==> config.mk <==
export PLATFORM = sky130hd
export DESIGN_NAME = fetch_pc_ctrl
export DESIGN_NICKNAME = d
export VERILOG_FILES = /design/src/rtl/fpc_pkg.sv /design/src/rtl/fpc_predict.sv /design/src/rtl/fpc_select.sv /design/src/rtl/fpc_hazard.sv /design/src/rtl/fetch_pc_ctrl.sv
export SDC_FILE = /design/constraint.sdc
export NUM_CORES = 1
export LEC_CHECK = 0
export CORE_MARGIN = 3
export CORE_UTILIZATION = 30
export DETAILED_ROUTE_END_ITERATION = 10
export GPL_TIMING_DRIVEN = 0
export PLACE_DENSITY = 0.93
export SLEW_MARGIN = 20
export SYNTH_ARGS = -nofsm -noshare
export SYNTH_HDL_FRONTEND = slang
export SYNTH_SLANG_ARGS = --single-unit
==> constraint.sdc <==
create_clock -name clk -period 1.1 [get_ports clk]
set_input_delay 0.11 -clock clk [delete_from_list [all_inputs] [get_ports clk]]
set_output_delay 0.11 -clock clk [all_outputs]
set_load 0.05 [all_outputs]
==> src/rtl/fpc_pkg.sv <==
// Shared types for the fetch next-PC unit.
// Assumes the decoder classifies each fetched instruction into one of these codes.
package fpc_pkg;
    localparam int CLS_W = 3;

    typedef enum logic [CLS_W-1:0] {
        CLS_PLAIN = 3'd0,
        CLS_JUMP  = 3'd1,
        CLS_CALL  = 3'd2,
        CLS_CJUMP = 3'd3,
        CLS_RET   = 3'd4
    } fcls_e;
endpackage

==> src/rtl/fpc_predict.sv <==
// Static guess of the next fetch address from the class of the fetched instruction.
// Assumes nextseq and target belong to the instruction at the current fetch address.
// Returns take the sequential address as a placeholder; fetch stalls behind them.
module fpc_predict
    import fpc_pkg::*;
#(
    parameter int ADDR_W = 32
) (
    input  logic [CLS_W-1:0]  cls,
    input  logic [ADDR_W-1:0] nextseq,
    input  logic [ADDR_W-1:0] target,
    output logic [ADDR_W-1:0] guess
);
    // Choose target for control transfers, sequential address otherwise.
    always_comb begin
        case (fcls_e'(cls))
            CLS_JUMP, CLS_CALL, CLS_CJUMP: guess = target;
            default:                       guess = nextseq;
        endcase
    end
endmodule

==> src/rtl/fpc_select.sv <==
// Fixed-priority fetch address selection.
// Assumes at most one of the two repair sources is meaningful per design intent;
// if both are active the mispredict repair wins.
module fpc_select #(
    parameter int ADDR_W = 32
) (
    input  logic              mispred,
    input  logic [ADDR_W-1:0] fall_pc,
    input  logic              ret_wb,
    input  logic [ADDR_W-1:0] ret_pc,
    input  logic [ADDR_W-1:0] pred,
    output logic [ADDR_W-1:0] fetch_pc
);
    // Priority mux: mispredict repair, then return address, then prediction.
    always_comb begin
        if (mispred)     fetch_pc = fall_pc;
        else if (ret_wb) fetch_pc = ret_pc;
        else             fetch_pc = pred;
    end
endmodule

==> src/rtl/fpc_hazard.sv <==
// Control hazard detection: mispredict squash and return stall requests.
// Assumes a mispredict kills any return younger than the jump, so it overrides the stall.
// All requests are forced low while reset is asserted.
module fpc_hazard (
    input  logic rst_n,
    input  logic d_ret,
    input  logic e_ret,
    input  logic m_ret,
    input  logic m_cjump,
    input  logic m_taken,
    output logic mispred,
    output logic dec_bubble,
    output logic exe_bubble,
    output logic fetch_stall
);
    logic ret_busy;

    // Derive mispredict and return-pending conditions, then the requests.
    always_comb begin
        mispred     = rst_n && m_cjump && !m_taken;
        ret_busy    = rst_n && (d_ret || e_ret || m_ret);
        fetch_stall = ret_busy && !mispred;
        dec_bubble  = mispred || ret_busy;
        exe_bubble  = mispred;
    end
endmodule

==> src/rtl/fetch_pc_ctrl.sv <==
// Top of the fetch next-PC unit: holds the predicted-PC register and wires
// prediction, selection and hazard logic together.
// Assumes instruction memory is read combinationally at fetch_pc, so f_cls,
// f_nextseq and f_target describe the instruction at fetch_pc in the same cycle.
module fetch_pc_ctrl
    import fpc_pkg::*;
#(
    parameter int ADDR_W = 32
) (
    input  logic              clk,
    input  logic              rst_n,
    input  logic [2:0]        f_cls,
    input  logic [ADDR_W-1:0] f_nextseq,
    input  logic [ADDR_W-1:0] f_target,
    input  logic              d_ret,
    input  logic              e_ret,
    input  logic              m_ret,
    input  logic              m_cjump,
    input  logic              m_taken,
    input  logic [ADDR_W-1:0] m_fallthru,
    input  logic              w_ret,
    input  logic [ADDR_W-1:0] w_retaddr,
    output logic [ADDR_W-1:0] fetch_pc,
    output logic [ADDR_W-1:0] pred_pc,
    output logic              dec_bubble,
    output logic              exe_bubble,
    output logic              fetch_stall
);
    logic              mispred;
    logic [ADDR_W-1:0] guess;

    fpc_hazard u_hazard (
        .rst_n       (rst_n),
        .d_ret       (d_ret),
        .e_ret       (e_ret),
        .m_ret       (m_ret),
        .m_cjump     (m_cjump),
        .m_taken     (m_taken),
        .mispred     (mispred),
        .dec_bubble  (dec_bubble),
        .exe_bubble  (exe_bubble),
        .fetch_stall (fetch_stall)
    );

    fpc_select #(.ADDR_W(ADDR_W)) u_select (
        .mispred  (mispred),
        .fall_pc  (m_fallthru),
        .ret_wb   (w_ret),
        .ret_pc   (w_retaddr),
        .pred     (pred_pc),
        .fetch_pc (fetch_pc)
    );

    fpc_predict #(.ADDR_W(ADDR_W)) u_predict (
        .cls     (f_cls),
        .nextseq (f_nextseq),
        .target  (f_target),
        .guess   (guess)
    );

    // Predicted-PC register: clear on reset, hold while stalled, else load the guess.
    always_ff @(posedge clk) begin
        if (!rst_n)            pred_pc <= '0;
        else if (!fetch_stall) pred_pc <= guess;
    end
endmodule

==> results by group <==
Final layout
  – Max FFs per register: 32
  – Syn-to-layout area delta: 144%
  – Number of fill cells: 435
  – Most frequent cells in the layout: clkdlybuf4s50_1, mux2i_1, buf_2, buf_6
  – Area of the multi-input gates: 1840 sq um
  – Ratio of cells with drive above 1 in the final layout: 50.3%
  – Antenna diodes: 0
  – Storage element area: 686 sq um
  – Final nets: 579
  – Largest regs: pred_pc: 32 flops
  – Most common cell after layout, fill and taps aside: clkdlybuf4s50_1
  – Register name with the most flops: pred_pc

STA
  – Part of the cycle the worst path needs: 113%
  – Final Hold Viols: 0
  – Final setup vio count: 32
  – Final Skew: 0 ns
  – Final Slew Violations: 0
  – Post-route setup slack: -0.142 ns
  – Crit path time final: 1.24 ns
  – Worst slew pin tran: 0.312 ns
  – Worst relative slew slack: 78.6%
  – Setup TNS Final: -3.41 ns
  – Fmax achieved: 0.805 GHz
  – RSZ-0062 raised after global routing: true

Setup path
  – Worst-path cell chain: buf_6 > and3b_2 > buf_12 > buf_12 > nand2_1 > o21ai_4 > buf_6
  – Critical Path End Type: primary output
  – Crit path launch type: input pin
  – Worst Path Required: 0.99 ns
  – Setup CP Type: in -> out
  – Worst Path Arrival: 1.13 ns
  – Worst path top cell family by delay: buffers and inverters
  – Crit path buf inv count: 4
  – Worst-path fanout max: 10
  – Slowest CP cell: and3b_2
  – Max incr delay on CP: 0.27 ns

GRT
  – GRT overflow: 0
  – Antenna violations before repair: 0
  – Largest net degree at the start of global routing: 11
  – First-pass GRT wire length: 15.1 mm
  – Vias in the first global route: 2982
  – Gr usage total: 25.3%

Pwr
  – P_leak: 0.00213 uW
  – VDD IR max: 808 uV
  – Comb power frac: 53.5%
  – Clk pwr share: 19.0%
  – Reg power frac: 27.5%
  – Internal power: 2960 uW
  – Power Density: 963 nW/um^2
  – Sw Ratio: 39.0%
  – Overall Power: 4850 uW
  – Net switching power: 1890 uW

Synthesis
  – Seq/Total Area, Yosys: 31.0%
  – Yosys cell types: 16
  – YS warnings: 0
  – Post-Syn Nets: 359
  – Mux cell area share after synthesis: 31.0%
  – Seq cells post-synth: 32
  – Cell area after synthesis: 2060 sq um
  – Post-Synth Simple-Gate Area: 8.37%
  – Post-Synth Adder-Cell Area: 0%
  – Synth Area in Compound Gates: 22.7%
  – Post-Synth XOR/XNOR Area: 0%
  – Mapped Cells: 220
  – Post-Syn Area per Cell: 9.38 sq um
  – Main combinational cell family by area after synthesis: multiplexers

Routing
  – Antenna viol nets, final: 0
  – Drt pass-1 iters: 4
  – DRC errors left: 0
  – Avg Vias per Cell: 5.23
  – Routed len/inst: 20.2 um
  – Via count: 2711
  – Initial DRC Count: 30
  – WL final: 10.4 mm

Floorplan
  – IO Count: 206
  – Die Span Y: 88.9 um
  – Chip width: 88.9 um
  – Die ar.: 7910 sq um
  – FP Rows: 29
  – Initial Utilization: 31.8%
  – Core area: 6490 sq um

Run
  – Max cap viols: 0

Outcome
  – Outcome: finished with violations
  – Violated checks: negative setup slack

Place
  – # port buffers: 204
  – GPL Wtd Cong: 0.725
  – HPWL after DPL: 7.71 mm

Hold path
  – Worst min-delay path category: in -> reg

Clock tree
  – Clock sinks: 32
  – CTS clk-pin slew, worst paths: 0.07 ns
  – Hold_buf cts: 0
  – CTS tree: done
  – Clock root buffer: clkbuf_8
  – Bufs on Longest Clock Path: 2
  – CTS Buf Count: 5
  – H-tree levels: 2
  – Skew-Pair Late Insertion Delay: 0.27 ns
-- Yosys cell counts --
| cell | number | area share, % |
|---|---|---|
| nor3_4 | 1 | 0.79 |
| buf_2 | 11 | 2.7 |
| buf_6 | 4 | 2.2 |
| dfxtp_1 | 32 | 31 |
| nor3b_4 | 1 | 0.91 |
| clkbuf_1 | 1 | 0.18 |
| nor2b_2 | 1 | 0.42 |
| and3b_1 | 1 | 0.42 |
| o21ai_2 | 1 | 0.42 |
| o21bai_1 | 1 | 0.36 |
| o2bb2ai_1 | 32 | 14 |
| o41a_1 | 1 | 0.55 |
| buf_4 | 5 | 1.8 |
| o21ai_1 | 32 | 7.8 |
| nand2_1 | 32 | 5.8 |
| mux2i_1 | 64 | 31 |
-- tightest hold or removal path, delay by kind of cell --
family	cells	cell delay, ns
compound gates	2	0.23
buf+inv	2	0.18
-- what timing repair did --
item                       in CTS  in global routing
setup buffers                   8                  1
resized for setup             463                 59
gates cloned                    3                  0
pin swaps                      17                  4
setup endpoints to repair      98                 49
-- cell families after synthesis --
group / after synthesis
mux: 64
simple gates: 36
buf+inv: 21
compound gates: 67
flops: 32
-- area by class of cell --
type | instances | share of cell area, %
Sequential cell | 32 | 13.6
Buffer | 20 | 4.94
Tap cell | 77 | 1.91
Clock buffer | 8 | 1.79
Timing Repair Buffer | 214 | 41.2
Multi-Input combinational cell | 167 | 36.5
-- per-stage QoR --
step           hold slack [ns]  worst slack (ns)  area (sq um)  instances  utilization [%]
2_1_floorplan            0.284          0.000365          2500        220                -
3_3_place_gp             0.448             -1.42          4640        501             71.4
3_5_place_dp             0.450             -1.46          4640        501             71.4
4_1_cts                  0.264            -0.182          5050        520             77.7
5_1_grt                  0.302            -0.176          5040        518             77.5
6_report                 0.276            -0.142          5040        518             77.5
-- worst paths after layout --
path | cells past startpoint | slack, ns | start | endpoint
setup / recovery | 7 | -0.14 | m_taken | fetch_pc[27]
hold / removal | 4 | 0.28 | rst_n | pred_pc[16]$_SDFFE_PN0N_
setup reg to reg | 1 | 0.51 | pred_pc[30]$_SDFFE_PN0N_ | pred_pc[30]$_SDFFE_PN0N_
hold reg to reg | 1 | 0.47 | pred_pc[24]$_SDFFE_PN0N_ | pred_pc[24]$_SDFFE_PN0N_
-- power by group through the flow --
stage / combinational (uW) / clock (uW) / sequential [uW]
2_1_floorplan: 1100 / 0 / 1630
3_3_place_gp: 2360 / 0 / 1350
3_5_place_dp: 2400 / 0 / 1350
4_1_cts: 2570 / 948 / 1330
5_1_grt: 2700 / 988 / 1350
6_report: 2590 / 921 / 1340
-- per-layer routing --
layer	global-route usage (%)	up-vias	share of wire, %
li1	-	1256	-
met1	26.0	1281	35
met2	49.0	154	54
met3	5.90	20	8.0
met4	9.74	0	2.6
met5	0	-	0
Note: power is estimated with default switching activity, not from simulation.
